$ cat src/rtl/mbp_pkg.sv
package mbp_pkg;

    typedef enum logic {
        STYLE_STROBE = 1'b0,
        STYLE_SPLIT  = 1'b1
    } bus_style_e;

    typedef struct packed {
        logic rd;
        logic wr;
    } phase_t;

    localparam int ADDR_CTRL = 0;
    localparam int ADDR_MASK = 1;
    localparam int ADDR_STAT = 2;
    localparam int ADDR_RXD  = 3;
    localparam int FIRST_GP  = 4;
    localparam int PIN_MODE_BIT = 2;

    function automatic phase_t decode_phase(input bus_style_e style,
                                            input logic cs_n,
                                            input logic ds_rd,
                                            input logic rw_wr);
        phase_t ph;
        if (style == STYLE_STROBE) begin
            ph.rd = !cs_n && ds_rd && rw_wr;
            ph.wr = !cs_n && ds_rd && !rw_wr;
        end else begin
            ph.rd = !cs_n && !ds_rd;
            ph.wr = !cs_n && !rw_wr && ds_rd;
        end
        return ph;
    endfunction

endpackage

$ cat src/rtl/mbp_bus_sampler.sv
module mbp_bus_sampler
    import mbp_pkg::*;
#(
    parameter int DW = 8
) (
    input  logic          clk,
    input  logic          rst,
    input  logic          cs_n,
    input  logic          as_pin,
    input  logic          ds_rd,
    input  logic          rw_wr,
    input  logic [DW-1:0] ad_in,
    output bus_style_e    style,
    output logic [DW-1:0] addr,
    output logic [DW-1:0] wdata,
    output phase_t        phase,
    output logic          wr_commit,
    output logic          rd_start,
    output logic          rd_end
);

    logic          s_cs_n, s_as, s_ds, s_rw, p_as;
    logic [DW-1:0] s_ad;
    phase_t        ph_q;
    logic          as_rise, as_fall;

    always_ff @(posedge clk) begin
        if (rst) begin
            s_cs_n <= 1'b1;
            s_as   <= 1'b0;
            s_ds   <= 1'b0;
            s_rw   <= 1'b1;
            s_ad   <= '0;
            p_as   <= 1'b0;
        end else begin
            s_cs_n <= cs_n;
            s_as   <= as_pin;
            s_ds   <= ds_rd;
            s_rw   <= rw_wr;
            s_ad   <= ad_in;
            p_as   <= s_as;
        end
    end

    assign as_rise = s_as && !p_as;
    assign as_fall = p_as && !s_as;

    always_ff @(posedge clk) begin
        if (rst) begin
            style <= STYLE_STROBE;
            addr  <= '0;
        end else begin
            if (as_rise)
                style <= s_ds ? STYLE_SPLIT : STYLE_STROBE;
            if (as_fall)
                addr <= s_ad;
        end
    end

    always_comb phase = decode_phase(style, s_cs_n, s_ds, s_rw);

    always_ff @(posedge clk) begin
        if (rst) begin
            ph_q  <= '0;
            wdata <= '0;
        end else begin
            ph_q <= phase;
            if (phase.wr)
                wdata <= s_ad;
        end
    end

    assign wr_commit = ph_q.wr && !phase.wr;
    assign rd_start  = phase.rd && !ph_q.rd;
    assign rd_end    = ph_q.rd && !phase.rd;

    // the first cycle after reset is always strobe style
    p_reset_strobe_r2: assert property (@(posedge clk) disable iff (rst)
        $past(rst) |-> style == STYLE_STROBE);

    // the address only moves on a falling address strobe
    p_addr_hold_r3: assert property (@(posedge clk) disable iff (rst)
        !as_fall |=> $stable(addr));

endmodule

$ cat src/rtl/mbp_read_port.sv
module mbp_read_port #(
    parameter int DW = 8
) (
    input  logic          clk,
    input  logic          rst,
    input  logic          rd_phase,
    input  logic          rd_start,
    input  logic [DW-1:0] rdata,
    output logic [DW-1:0] ad_out,
    output logic          ad_oe
);

    logic          oe_q;
    logic [DW-1:0] snap;

    always_ff @(posedge clk) begin
        if (rst) begin
            oe_q <= 1'b0;
            snap <= '0;
        end else begin
            oe_q <= rd_phase;
            if (rd_start)
                snap <= rdata;
        end
    end

    assign ad_oe  = rd_phase && oe_q;
    assign ad_out = snap;

    // drive only inside the read window decoded by the sampler
    p_oe_in_window_r7: assert property (@(posedge clk) disable iff (rst)
        ad_oe |-> rd_phase);

    // data held steady while driven
    p_data_steady_r7: assert property (@(posedge clk) disable iff (rst)
        (ad_oe && $past(ad_oe)) |-> $stable(ad_out));

endmodule

$ cat src/rtl/mbp_regfile.sv
module mbp_regfile
    import mbp_pkg::*;
#(
    parameter int DW = 8,
    parameter int AW = 3
) (
    input  logic          clk,
    input  logic          rst,
    input  logic [DW-1:0] addr,
    input  logic [DW-1:0] wdata,
    input  logic          wr_commit,
    input  logic          rd_start,
    input  logic          rd_end,
    input  logic [DW-1:0] hdlc_set,
    input  logic          rx_valid,
    input  logic [DW-1:0] rx_data,
    output logic [DW-1:0] rdata,
    output logic          irq_pull_low
);

    localparam int NREG = 1 << AW;
    localparam int NGP  = NREG - FIRST_GP;

    logic          hit;
    logic [AW-1:0] idx;
    logic [DW-1:0] ctrl, mask, status, rx_hold, stat_seen;
    logic          nda;
    logic [DW-1:0] gp [NGP];
    logic          wr_ok, is_stat, is_rxd;

    assign hit     = (addr >> AW) == '0;
    assign idx     = addr[AW-1:0];
    assign wr_ok   = wr_commit && hit;
    assign is_stat = hit && (idx == AW'(ADDR_STAT));
    assign is_rxd  = hit && (idx == AW'(ADDR_RXD));

    always_ff @(posedge clk) begin
        if (rst) begin
            ctrl <= '0;
            mask <= '0;
        end else if (wr_ok) begin
            if (idx == AW'(ADDR_CTRL)) ctrl <= wdata;
            if (idx == AW'(ADDR_MASK)) mask <= wdata;
        end
    end

    genvar gi;
    generate
        for (gi = 0; gi < NGP; gi++) begin : g_gp
            always_ff @(posedge clk) begin
                if (rst)
                    gp[gi] <= '0;
                else if (wr_ok && idx == AW'(FIRST_GP + gi))
                    gp[gi] <= wdata;
            end
        end
    endgenerate

    logic [DW-1:0] clr_bits;
    assign clr_bits = (rd_end && is_stat) ? stat_seen : '0;

    always_ff @(posedge clk) begin
        if (rst) begin
            status    <= '0;
            stat_seen <= '0;
        end else begin
            if (rd_start && is_stat)
                stat_seen <= status;
            status <= (status & ~clr_bits) | hdlc_set;
        end
    end

    always_ff @(posedge clk) begin
        if (rst) begin
            rx_hold <= '0;
            nda     <= 1'b0;
        end else begin
            if (rx_valid) begin
                rx_hold <= rx_data;
                nda     <= 1'b1;
            end else if (rd_end && is_rxd) begin
                nda <= 1'b0;
            end
        end
    end

    always_comb begin
        rdata = '0;
        if (hit) begin
            if (idx == AW'(ADDR_CTRL))      rdata = ctrl;
            else if (idx == AW'(ADDR_MASK)) rdata = mask;
            else if (idx == AW'(ADDR_STAT)) rdata = status;
            else if (idx == AW'(ADDR_RXD))  rdata = rx_hold;
            else                            rdata = gp[int'(idx) - FIRST_GP];
        end
    end

    assign irq_pull_low = ctrl[PIN_MODE_BIT] ? nda : |(status & mask);

    // bits returned by a status read are gone afterwards
    p_clear_returned_r10: assert property (@(posedge clk) disable iff (rst)
        (rd_end && is_stat && hdlc_set == '0) |=> (status & $past(stat_seen)) == '0);

    // a bus write never alters status
    p_status_ro_r12: assert property (@(posedge clk) disable iff (rst)
        (wr_commit && is_stat && !rd_end && hdlc_set == '0) |=> $stable(status));

    // a receive pulse always leaves the new-data flag set
    p_nda_set_r11: assert property (@(posedge clk) disable iff (rst)
        rx_valid |=> nda);

endmodule

$ cat src/rtl/mux_bus_port.sv
module mux_bus_port
    import mbp_pkg::*;
#(
    parameter int DW = 8,
    parameter int AW = 3
) (
    input  logic          clk,
    input  logic          rst,
    input  logic          bus_cs_n,
    input  logic          bus_as,
    input  logic          bus_ds_rd,
    input  logic          bus_rw_wr,
    input  logic [DW-1:0] ad_in,
    output logic [DW-1:0] ad_out,
    output logic          ad_oe,
    output logic          irq_pull_low,
    input  logic [DW-1:0] hdlc_set,
    input  logic          rx_valid,
    input  logic [DW-1:0] rx_data
);

    bus_style_e    style;
    logic [DW-1:0] addr, wdata, rdata;
    phase_t        phase;
    logic          wr_commit, rd_start, rd_end;

    mbp_bus_sampler #(.DW(DW)) u_smp (
        .clk(clk), .rst(rst),
        .cs_n(bus_cs_n), .as_pin(bus_as), .ds_rd(bus_ds_rd), .rw_wr(bus_rw_wr),
        .ad_in(ad_in),
        .style(style), .addr(addr), .wdata(wdata), .phase(phase),
        .wr_commit(wr_commit), .rd_start(rd_start), .rd_end(rd_end)
    );

    mbp_regfile #(.DW(DW), .AW(AW)) u_rf (
        .clk(clk), .rst(rst),
        .addr(addr), .wdata(wdata), .wr_commit(wr_commit),
        .rd_start(rd_start), .rd_end(rd_end),
        .hdlc_set(hdlc_set), .rx_valid(rx_valid), .rx_data(rx_data),
        .rdata(rdata), .irq_pull_low(irq_pull_low)
    );

    mbp_read_port #(.DW(DW)) u_rd (
        .clk(clk), .rst(rst),
        .rd_phase(phase.rd), .rd_start(rd_start), .rdata(rdata),
        .ad_out(ad_out), .ad_oe(ad_oe)
    );

    // a deselected port never drives the bus
    p_cs_blocks_r6: assert property (@(posedge clk) disable iff (rst)
        $past(bus_cs_n) |-> !ad_oe);

    // no read and write window at the same time
    p_one_phase_r7: assert property (@(posedge clk) disable iff (rst)
        !(phase.rd && phase.wr));

endmodule

$ cat config.mk
export PLATFORM = sky130hd
export DESIGN_NAME = mux_bus_port
export DESIGN_NICKNAME = d
export VERILOG_FILES = /design/src/rtl/mbp_pkg.sv /design/src/rtl/mbp_bus_sampler.sv /design/src/rtl/mbp_read_port.sv /design/src/rtl/mbp_regfile.sv /design/src/rtl/mux_bus_port.sv
export SDC_FILE = /design/constraint.sdc
export NUM_CORES = 1
export LEC_CHECK = 0
export ABC_CLOCK_PERIOD_IN_PS = 2800
export BUFFER_PORTS_ARGS = -buffer_cell sky130_fd_sc_hd__buf_2
export CORE_UTILIZATION = 45
export CTS_CLUSTER_DIAMETER = 120
export DETAILED_ROUTE_END_ITERATION = 12
export PLACE_DENSITY = 0.67
export SLEW_MARGIN = 30
export SYNTH_ARGS = -nofsm -noshare
export SYNTH_HDL_FRONTEND = slang
export SYNTH_SLANG_ARGS = --single-unit
$ cat constraint.sdc
create_clock -name clk -period 2.8 [get_ports clk]
set_input_delay 0.56 -clock clk [delete_from_list [all_inputs] [get_ports clk]]
set_output_delay 0.56 -clock clk [all_outputs]
set_load 0.01 [all_outputs]
; ---- Word level (Yosys, flattened, before mapping)
; Memory sizes are Yosys's and may differ from the RTL's.
; Index checks and enable logic that the tools add are counted.
[word_totals]
output_inout_bits = 10
ramBits = 32
input_bits = 31
regBits = 81
memories = 1
word_cells = 100
[classes]
bitwise_logic = 8
reduce_logical = 36
muxes = 29
n_eq_ne = 7
n_addsub = 1
[memory_table]
columns = memory, words, word_bits, read_ports, rd_clocked_by_memory_dff, write_ports, line
row1 = u_rf.gp, 4, 8, 1, 0, 4, mbp_regfile.sv:28  ; logic [DW-1:0] gp [NGP];
[ops]
columns = cell, n
row1 = 8-bit 2-to-1 mux, 10
row2 = 1-bit logical AND, 22
row3 = 1-bit 2-to-1 mux, 18
row4 = 8-bit AND, 2
row5 = 3-bit equality test (second input constant), 4
row6 = 1-bit zero test, 8
row7 = 8-bit zero test, 1
row8 = 8-bit NOT, 1
row9 = 8-bit bitwise OR, 1
row10 = 8-bit OR reduction, 1
row11 = 3-bit by 2-bit equality test with 1-bit output (second input constant), 2
row12 = 1-bit bitwise OR, 4
row13 = 2-bit AND reduction, 2
row14 = 3-bit by 1-bit equality test with 1-bit output (second input constant), 1
row15 = 3-bit zero test, 1
row16 = 2-bit 2-to-1 mux, 1
row17 = 2-bit nonzero test, 1
row18 = 2-bit by 1-bit subtractor with 2-bit output (second input constant), 1

; ---- Logic depth before layout (Yosys ltp)
[logic_depth]
ltp_word = 12
ltp_mapped = 6
ltp_nobuf = 4

; ---- Hierarchy
; A second synthesis with hierarchy kept.
[hier_totals]
hier_cells = 471
area_unflattened_um2 = 4815.9
[modules_own_cells]
columns = mod, cells_per_inst, area_per_inst_um2, seq_area_each_um2, instances
row1 = mbp_regfile, 346, 3429.5, 1781.7, 1
row2 = mbp_bus_sampler, 96, 1067.3, 640.6, 1
row3 = mbp_read_port, 29, 319.1, 180.2, 1

; ---- Worst setup path before layout
; No wires, ideal clock.
[synth_path]
path_kind = reg2reg
from = register u_smp.addr[3]
to = memory u_rf.gp[1][0], enable pin
arrival_ps = 1939
path_buffers = 1
required_time_ps = 2474
path_stages_with_launch = 6
setup_slack_ps = 535
synth_period_minus_slack_ps = 2265
setup_time_ps = 326
path_cell_list = dfxtp_1 or4_1 buf_2 nor4b_2 and2_1 a21o_1
[synth_rtl]
columns = item, line
row1 = "start, declared", mbp_bus_sampler.sv:14  ; output logic [DW-1:0] addr,
row2 = "start signal, assigned", mbp_bus_sampler.sv:51  ; addr <= '0;
row3 = "start signal, assigned", mbp_bus_sampler.sv:56  ; addr <= s_ad;
row4 = "end, declared", mbp_regfile.sv:28

==> run summary <==
================================================================================
Outcome                                                             finished clean
Number of enable-type register cells in the synthesized netlist               32
I/O pin count                                                                 41
Post-synthesis net count                                                     496
Largest fanout on the critical path                                            9
Pin slew with the least headroom to its limit                             926 ps
Overall power                                                            4130 uW
Most common library cells after synthesis                           sky130_fd_sc_hd__dfxtp_1 (83), sky130_fd_sc_hd__mux2i_1 (37), sky130_fd_sc_hd__nor2_1 (36)
Largest area contributor in the synthesized netlist                 sky130_fd_sc_hd__dfxtp_1
Synth Cell Area                                                         4930 um2
Area of placed instances                                                5240 um2
Final count of hold timing violations                                          0
Ratio of cells with drive above 1 in the final layout                      0.190
Final ANT Viol Nets                                                            0
IO buf count                                                                  40
Clock Pin Slew Worst Setup and Hold Paths                                  50 ps
Final WL                                                                 11.7 mm
FFs w/ async S/R, synth                                                        0
Initial standard-cell utilization of the core                              0.472
Count of pins over their slew limit                                            0
Flip-flop and latch count after synthesis                                    115
Length of the first detailed-routing pass in iterations                        4
Gate count after technology mapping                                          465
Number of clock sinks                                                        115
Fin Clk Skew                                                             5.58 ps
Post-detailed-placement half-perimeter wirelength                        8.22 mm
Wire length per cell after detailed routing                              17.9 um
Maximum count of clock buffers along a single path                             2
Vias in the first global route                                              3508
N_diodes                                                                       0
Remaining global-route overflow                                                0
Average via count per standard cell                                         5.52
Arrival time of the worst setup path                                     2450 ps
Root Buffer                                                         sky130_fd_sc_hd__clkbuf_8
Post-route cell area                                                    5850 um2
Worst-skew pair later-pin latency                                         520 ps
Die area                                                               11400 um2
Global placement routability congestion                                    0.802
Setup-violating endpoint count in the final report                             0
Min-delay worst type                                                input pin to flop
IR drop worst, VDD                                                    0.000352 V
Library cell with the highest instance count after synthesis        sky130_fd_sc_hd__dfxtp_1
Highest clock rate                                                       442 MHz
Static power due to leakage                                           0.00212 uW
Width of the die                                                          107 um
RSZ-0062 raised after global routing                                          no
Setup Total Neg Slack                                                       0 ps
Total GRT Usage                                                            0.223
Most used flip-flop cell after synthesis                            sky130_fd_sc_hd__dfxtp_1
Clock tree from TritonCTS                                                  built
Total of warnings raised by yosys                                              0
Top-area cell type share of the netlist area                               0.337
Post-synthesis cell type count                                                47
Worst Reg2Reg Path Length in Cells                                             5
Routed vias                                                                 3601
Cell types occupying the most area after synthesis                  sky130_fd_sc_hd__dfxtp_1 (34%), sky130_fd_sc_hd__edfxtp_1 (19%), sky130_fd_sc_hd__mux2i_1 (7.5%), sky130_fd_sc_hd__and2_1 (4.4%), sky130_fd_sc_hd__mux4_2 (3.2%)
Initial drt markers                                                          235
Y dimension of the die                                                    107 um
Avg Synthesized Cell Area                                               10.6 um2
Core outline area                                                      10500 um2
NumNets Final                                                                534
Sequential-to-total area share from yosys stat                             0.531
Worst setup EP type                                                         flop
H-tree lvl count                                                               4
Number of buffers created by CTS                                              17
Power density of the placed cells                                     705 nW/um2
Area growth from synthesis to final layout                                 18.6%
Worst Setup Path Type                                               flop to flop
Cts repair resizes                                                             0
Number of stages on the worst hold path                                        2
MaxCap Viol Count                                                              0
Worst Setup Start Kind                                                      flop
Placement Rows                                                                37
Minimum clock period after layout                                        2260 ps
Required @ worst endpoint                                                2990 ps
Maximum number of pins on one net before global-route repair                  57
Hold_buf cts                                                                   0
# DRC                                                                          0
Wire length of the first global-routing pass                             18.7 mm
Number of antenna violations at the first check in global routing              0
Final critical-path share of the clock period                              0.808
Number of setup buffers added after CTS                                        0
Worst rel slew slack                                                       0.378
================================================================================
-- per-layer routing --
| metal | routed length, um | up-vias | GRT usage |
|---|---|---|---|
| met1 | 5400 | 1698 | 0.300 |
| met2 | 5240 | 132 | 0.337 |
| met3 | 751 | 20 | 0.0535 |
| met5 | 0 | - | 0 |
| li1 | - | 1751 | - |
| met4 | 292 | 0 | 0.107 |
-- power by group --
group	switching (uW)	total, uW	leakage, uW	internal (uW)
Clock	732	2170	0.000297	1440
Sequential	38.0	1790	0.00101	1750
Combinational	95.5	167	0.000820	71.1
-- worst max-delay path: stages (launching register included) --
cell and delay, ps:
sky130_fd_sc_hd__dfxtp_1 300, sky130_fd_sc_hd__or4_1 630, sky130_fd_sc_hd__nor4b_2 250, sky130_fd_sc_hd__buf_4 190
sky130_fd_sc_hd__and2_1 220, sky130_fd_sc_hd__a21o_1 340
-- registers in the layout, indices dropped and copies added, names as in the netlist, 2 cells and up, named ones only --
register / cells
u_rf.gp: 32
u_rf.mask: 8
u_smp.addr: 8
u_rf.status: 8
u_smp.ph_q: 2
u_smp.s_ad: 8
u_rf.rx_hold: 8
u_rf.ctrl: 8
u_rf.stat_seen: 8
u_rd.ad_out: 8
u_smp.wdata: 8
-- path summary, 6_finish.rpt --
check / from / end / slack (ps)
worst max register to register: u_smp.addr[3] / u_rf.gp[0][6] / 540
worst min-delay path: bus_rw_wr / u_smp.s_rw / 220
worst max-delay path: u_smp.addr[3] / u_rf.gp[0][6] / 540
worst min register to register: u_smp.s_ad[6] / u_smp.wdata[6] / 460
-- cell type report --
type                            instances  area, um2
Fill cell                             918       4610
Sequential cell                       115       2620
Multi-Input combinational cell        321       2190
Clock buffer                           24        513
Timing Repair Buffer                   47        253
Tap cell                              136        170
Clock inverter                          8       95.1
Inverter                                1       3.75
-- logic make-up (layout without fill, tap and decap cells) --
kind of cell,after synthesis,after routing,share of synthesized area
AND/OR/NAND/NOR,187,187,0.221
AO/OA/AOI/OAI,89,89,0.115
multiplexers,45,45,0.109
flip-flops,115,115,0.531
buffers and inverters,29,80,0.0238
-- stage by stage --
step	hold WS, ps	utilization	worst slack, ps	instances
floorplan	432	-	535	465
global placement	442	0.501	600	620
detailed placement	451	0.501	556	620
CTS	200	0.559	540	652
global route	208	0.559	388	652
finish	219	0.559	538	652
-- placed cells by master (no fill, tap or decap), types with 8 or more instances in the layout --
cell type	instances
sky130_fd_sc_hd__a211oi_1	13
sky130_fd_sc_hd__a21oi_1	25
sky130_fd_sc_hd__a22oi_1	8
sky130_fd_sc_hd__and2_1	35
sky130_fd_sc_hd__buf_2	40
sky130_fd_sc_hd__clkbuf_16	18
sky130_fd_sc_hd__dfxtp_1	83
sky130_fd_sc_hd__edfxtp_1	32
sky130_fd_sc_hd__mux2i_1	37
sky130_fd_sc_hd__nand2_1	18
sky130_fd_sc_hd__nand2b_1	17
sky130_fd_sc_hd__nand3_1	17
sky130_fd_sc_hd__nor2_1	36
sky130_fd_sc_hd__nor2b_1	19
sky130_fd_sc_hd__nor3b_1	18
sky130_fd_sc_hd__o21ai_0	16
Power figures use the tool's default switching activity.
